`config.mk`:
```
export PLATFORM = sky130hd
export DESIGN_NAME = stream_arb
export DESIGN_NICKNAME = d
export VERILOG_FILES = /design/src/rtl/stream_arb_pkg.sv /design/src/rtl/stream_arb_cfg.sv /design/src/rtl/stream_arb_rr.sv /design/src/rtl/stream_arb_budget.sv /design/src/rtl/stream_arb.sv
export SDC_FILE = /design/constraint.sdc
export NUM_CORES = 1
export LEC_CHECK = 0
export ABC_AREA = 1
export BUFFER_PORTS_ARGS = -buffer_cell sky130_fd_sc_hd__clkbuf_2
export CORE_MARGIN = 2
export CORE_UTILIZATION = 54
export DETAILED_ROUTE_END_ITERATION = 8
export PLACE_DENSITY = 0.92
export SLEW_MARGIN = 20
export SYNTH_ARGS = -nofsm -noshare
export SYNTH_HDL_FRONTEND = slang
export SYNTH_SLANG_ARGS = --single-unit
```
`constraint.sdc`:
```
create_clock -name clk -period 3.39 [get_ports clk]
set_clock_uncertainty 0.1 [all_clocks]
set_input_delay 0.339 -clock clk [delete_from_list [all_inputs] [get_ports clk]]
set_output_delay 0.339 -clock clk [all_outputs]
set_load 0.02 [all_outputs]
```
`src/rtl/stream_arb_pkg.sv`:
```
package stream_arb_pkg;
    localparam int REG_W           = 8;
    localparam int BIT_CORE_EN     = 0;
    localparam int BIT_ALL_NOSTRM  = 1;
    localparam int BIT_CORE_NOSTRM = 2;
    localparam int CNT_LSB         = 4;
    localparam int CNT_W           = 2;

    typedef struct packed {
        logic             core_en;
        logic             all_nostrm;
        logic             core_nostrm;
        logic [CNT_W-1:0] cnt;
    } cfg_t;

    // Reserved code 0 is folded onto code 1.
    function automatic logic [CNT_W-1:0] extra_of(logic [CNT_W-1:0] code);
        return (code == '0) ? CNT_W'(1) : code;
    endfunction
endpackage

```
`src/rtl/stream_arb_cfg.sv`:
```
module stream_arb_cfg
    import stream_arb_pkg::*;
(
    input  logic             clk,
    input  logic             rst_n,
    input  logic             boot_core_en,
    input  logic             wr_en,
    input  logic [REG_W-1:0] wr_data,
    output cfg_t             cfg,
    output logic [REG_W-1:0] rd_data
);
    cfg_t cfg_d, cfg_q;
    logic unused_rsvd;

    assign unused_rsvd = ^{wr_data[REG_W-1:CNT_LSB+CNT_W], wr_data[CNT_LSB-1:BIT_CORE_NOSTRM+1]};

    always_comb begin
        cfg_d = cfg_q;
        if (wr_en) begin
            // enable is set-only
            cfg_d.core_en     = cfg_q.core_en | wr_data[BIT_CORE_EN];
            cfg_d.all_nostrm  = wr_data[BIT_ALL_NOSTRM];
            cfg_d.core_nostrm = wr_data[BIT_CORE_NOSTRM];
            cfg_d.cnt         = wr_data[CNT_LSB +: CNT_W];
        end
    end

    always_ff @(posedge clk) begin
        if (!rst_n) begin
            cfg_q.core_en     <= boot_core_en;
            cfg_q.all_nostrm  <= 1'b0;
            cfg_q.core_nostrm <= 1'b0;
            cfg_q.cnt         <= '1;
        end else begin
            cfg_q <= cfg_d;
        end
    end

    assign cfg = cfg_q;

    always_comb begin
        rd_data                     = '0;
        rd_data[BIT_CORE_EN]        = cfg_q.core_en;
        rd_data[BIT_ALL_NOSTRM]     = cfg_q.all_nostrm;
        rd_data[BIT_CORE_NOSTRM]    = cfg_q.core_nostrm;
        rd_data[CNT_LSB +: CNT_W]   = cfg_q.cnt;
    end
endmodule

```
`src/rtl/stream_arb_rr.sv`:
```
module stream_arb_rr #(
    parameter int N  = 4,
    parameter int IW = 2
) (
    input  logic [N-1:0]  elig,
    input  logic [IW-1:0] last,
    output logic          found,
    output logic [IW-1:0] pick
);
    always_comb begin
        found = 1'b0;
        pick  = last;
        for (int k = 1; k <= N; k++) begin
            int idx;
            idx = int'(last) + k;
            if (idx >= N) idx = idx - N;
            if (!found && elig[idx]) begin
                found = 1'b1;
                pick  = IW'(idx);
            end
        end
    end
endmodule

```
`src/rtl/stream_arb_budget.sv`:
```
module stream_arb_budget
    import stream_arb_pkg::*;
#(
    parameter int CORE_IDX = 0,
    parameter int IW       = 2
) (
    input  cfg_t             cfg,
    input  logic [IW-1:0]    who,
    output logic             may_stream,
    output logic [CNT_W-1:0] extra
);
    logic is_core;

    assign is_core    = (who == IW'(CORE_IDX));
    assign may_stream = !cfg.all_nostrm && !(is_core && cfg.core_nostrm);
    assign extra      = may_stream ? extra_of(cfg.cnt) : '0;
endmodule

```
`src/rtl/stream_arb.sv`:
```
module stream_arb
    import stream_arb_pkg::*;
#(
    parameter int N        = 4,
    parameter int CORE_IDX = 0
) (
    input  logic             clk,
    input  logic             rst_n,
    input  logic             boot_core_en,
    input  logic [N-1:0]     req,
    input  logic             done,
    input  logic             reg_we,
    input  logic [REG_W-1:0] reg_wdata,
    output logic [REG_W-1:0] reg_rdata,
    output logic [N-1:0]     gnt
);
    localparam int IW = (N > 1) ? $clog2(N) : 1;

    typedef struct packed {
        logic             busy;
        logic [IW-1:0]    owner;
        logic [CNT_W-1:0] left;
    } st_t;

    st_t              st_d, st_q;
    cfg_t             cfg;
    logic [N-1:0]     elig;
    logic             win_found;
    logic [IW-1:0]    win_idx;
    logic             win_ok, cur_ok;
    logic [CNT_W-1:0] win_extra, cur_extra;
    logic             unused_budget;

    stream_arb_cfg u_cfg (
        .clk          (clk),
        .rst_n        (rst_n),
        .boot_core_en (boot_core_en),
        .wr_en        (reg_we),
        .wr_data      (reg_wdata),
        .cfg          (cfg),
        .rd_data      (reg_rdata)
    );

    always_comb begin
        elig = req;
        if (!cfg.core_en) elig[CORE_IDX] = 1'b0;
    end

    stream_arb_rr #(.N(N), .IW(IW)) u_rr (
        .elig  (elig),
        .last  (st_q.owner),
        .found (win_found),
        .pick  (win_idx)
    );

    stream_arb_budget #(.CORE_IDX(CORE_IDX), .IW(IW)) u_win_budget (
        .cfg        (cfg),
        .who        (win_idx),
        .may_stream (win_ok),
        .extra      (win_extra)
    );

    stream_arb_budget #(.CORE_IDX(CORE_IDX), .IW(IW)) u_cur_budget (
        .cfg        (cfg),
        .who        (st_q.owner),
        .may_stream (cur_ok),
        .extra      (cur_extra)
    );

    assign unused_budget = ^{win_ok, cur_extra};

    always_comb begin
        st_d = st_q;
        if (!st_q.busy) begin
            if (win_found) begin
                st_d.busy  = 1'b1;
                st_d.owner = win_idx;
                st_d.left  = win_extra;
            end
        end else if (done) begin
            if (st_q.left != '0 && req[st_q.owner] && cur_ok) begin
                st_d.left = st_q.left - CNT_W'(1);
            end else if (win_found) begin
                st_d.owner = win_idx;
                st_d.left  = win_extra;
            end else begin
                st_d.busy  = 1'b0;
            end
        end
    end

    always_ff @(posedge clk) begin
        if (!rst_n) begin
            st_q.busy  <= 1'b0;
            st_q.owner <= IW'(N - 1);
            st_q.left  <= '0;
        end else begin
            st_q <= st_d;
        end
    end

    assign gnt = st_q.busy ? (N'(1) << st_q.owner) : '0;
endmodule

```
==> reports/summary.txt <==
Status = finished clean
Drc violations = 0
Largest net degree at the start of global routing = 13
Via count = 954
Layout net count = 193
R2R depth = 12
Die area = 2050 µm²
Gr ovfl total = 0
Final setup viols = 0
Via density = 5.13
WP depth = 12
Vias in the first global route = 922
Ys flop type = dfxtp_1
WL/cell = 11.0 µm
DRT met1 WL = 915 µm
Most frequent cell after synthesis = nand2_1
Post-layout instance area = 1050 µm²
ANT nets after route = 0
Total clock sinks = 10
Fin. Hold Viols = 0
Hold crit path type = in2reg
Clk buf depth = 2
Post-CTS Setup Repair Bufs = 0
Crit path max-delay family = flip-flops
Ant diodes = 0
Final Hold Slack = 0.163 ns
Area of the core = 1560 µm²
Synth Instances = 146
CP max stage delay = 0.70 ns
EDFF count, synth = 1
Met2 Routed Length = 982 µm
Die Width = 45.3 µm
Clk slew on worst S/H paths = 0.07 ns
Dpl cell area = 1020 µm²
DRT iter0 DRCs = 19
Initial Util = 0.590
Setup Crit Path Kind = reg2reg
Die H = 45.3 µm
Mapped cell area = 920 µm²
Async set-reset flop share out of synthesis = 0
Metal3 WL = 100 µm
Worst path cell trace = inv_8 > ha_1 > inv_1 > nand3_1 > nand2_1 > inv_2 > nand2_1 > nand2_1 > a21oi_1 > nand2_1 > nand3_1 > a21oi_2
Worst-Margin Slew = 0.605 ns
Share of the yosys chip area belonging to registers = 0.229
CP Data Required Time = 3.46 ns
Max-cap violations = 0
Synth area leader = dfxtp_1
Total power = 0.834 mW
Final WL = 2040 µm
R2r setup slk = 1.01 ns
Crit end category = flip-flop
Gr usage total = 0.242
Crit start category = flip-flop
Worst hold path depth = 3
Root Driver = clkbuf_4
Clk_lat worst skew = 0.28 ns
Final HPWL from detailed placement = 1670 µm
GPL Wtd Cong = 0.923
Tmin final = 2.38 ns
Critical Path Most Common Cell = nand2_1
Antenna violations before repair = 0
FP Rows = 14
RSZ-0062 raised after global routing = false
Slew margin rel. = 0.596
Highest metal used = met4
Count of cell types in the netlist = 25
Seq cells post-synth = 10
I/O pin cnt = 29
Syn avg cell area = 6.30 µm²
Max Slew Vio Count = 0
Area contributors post-synth = dfxtp_1, nand2_1, inv_1
PostCTS Resize Cnt = 0
PortBufs = 22
WP data arrival = 2.45 ns
Final period util = 0.703
Pleak = 0.611 nW
Synth top area share = 0.196
# hold bufs at CTS = 0
Synth Warn # = 0
Maximum vdd drop = 0.438 mV
Area Overhead vs Synth = 14.2%
CP max stage cell = dfxtp_1
TNS Setup = 0 ns
Router iterations before antenna repair = 4
Crit-path max FO = 12
Crit path buf inv count = 3
First-pass GRT wire length = 3570 µm
CTS tree = done
CTS Buf Count = 3
Layout cells sized above 1 = 0.271
Pwr Density = 795 nW/µm²
H-tree depth = 1
Achievable Freq = 0.420 GHz
Most frequent cells after synthesis = nand2_1, inv_1, nand3_1
layout make-up:
| class | count | area [µm²] |
|---|---|---|
| Inverter | 26 | 105 |
| Tap cell | 16 | 20.0 |
| Sequential cell | 10 | 210 |
| Fill cell | 135 | 509 |
| Clock buffer | 4 | 26.3 |
| Timing Repair Buffer | 22 | 110 |
| Multi-Input combinational cell | 108 | 578 |
path summary, 6_finish.rpt:
check                                   from      endpoint
worst max-delay path                 st_q[2]       st_q[0]
worst min-delay path            reg_wdata[2]  u_cfg.cfg[2]
worst max register to register       st_q[2]       st_q[0]
worst min register to register  u_cfg.cfg[1]  u_cfg.cfg[1]
routing by layer:
| layer | global-route usage | vias to the layer above |
|---|---|---|
| met1 | 0.282 | 412 |
| li1 | - | 502 |
| met4 | 0.100 | 0 |
| met2 | 0.409 | 33 |
| met5 | 0 | - |
| met3 | 0.0720 | 7 |
tightest hold or removal path: cells and delay by family:
family | cells | cell delay (ns)
buf+inv | 1 | 0.08
simple gates | 1 | 0.04
compound gates | 1 | 0.05
cells in the final DEF (no fill, tap or decap), types with 3 or more instances in the layout:
cell       n
nand2_1   38
inv_1     22
clkbuf_2  22
nand3_1   15
nor2_1    11
dfxtp_1    9
o21ai_0    8
nand2_2    7
a21oi_1    6
ha_1       5
inv_2      3
conb_1     3
clkbuf_4   3
power by group:
| part | internal (mW) | total, mW | switching, mW |
|---|---|---|---|
| logic | 0.187 | 0.547 | 0.360 |
| registers | 0.148 | 0.196 | 0.0486 |
| clock network | 0.0457 | 0.0909 | 0.0452 |
| total | 0.381 | 0.834 | 0.454 |
logic make-up (layout without fill, tap and decap cells):
group                    Yosys count  count (layout)  synth area share
flip-flops                        10              10             0.229
AO/OA/AOI/OAI                     19              19             0.116
AND/OR/NAND/NOR                   81              81             0.433
buffers and inverters             30              52             0.151
other                              1               3           0.00408
adder cells (fa/ha/maj)            5               5            0.0680
state kept, by name (all words and copies together) (netlist names):
register / cells
u_cfg.cfg: 5
st_q: 5
per-stage QoR:
stage               worst slack (ns)   util  instances
floorplan                       1.48      -        148
global placement                1.10  0.657        182
detailed placement              1.03  0.657        182
CTS                             1.02  0.673        186
global route                   0.774  0.673        186
finish                          1.01  0.673        186
Note: power is estimated with default switching activity, not from simulation.
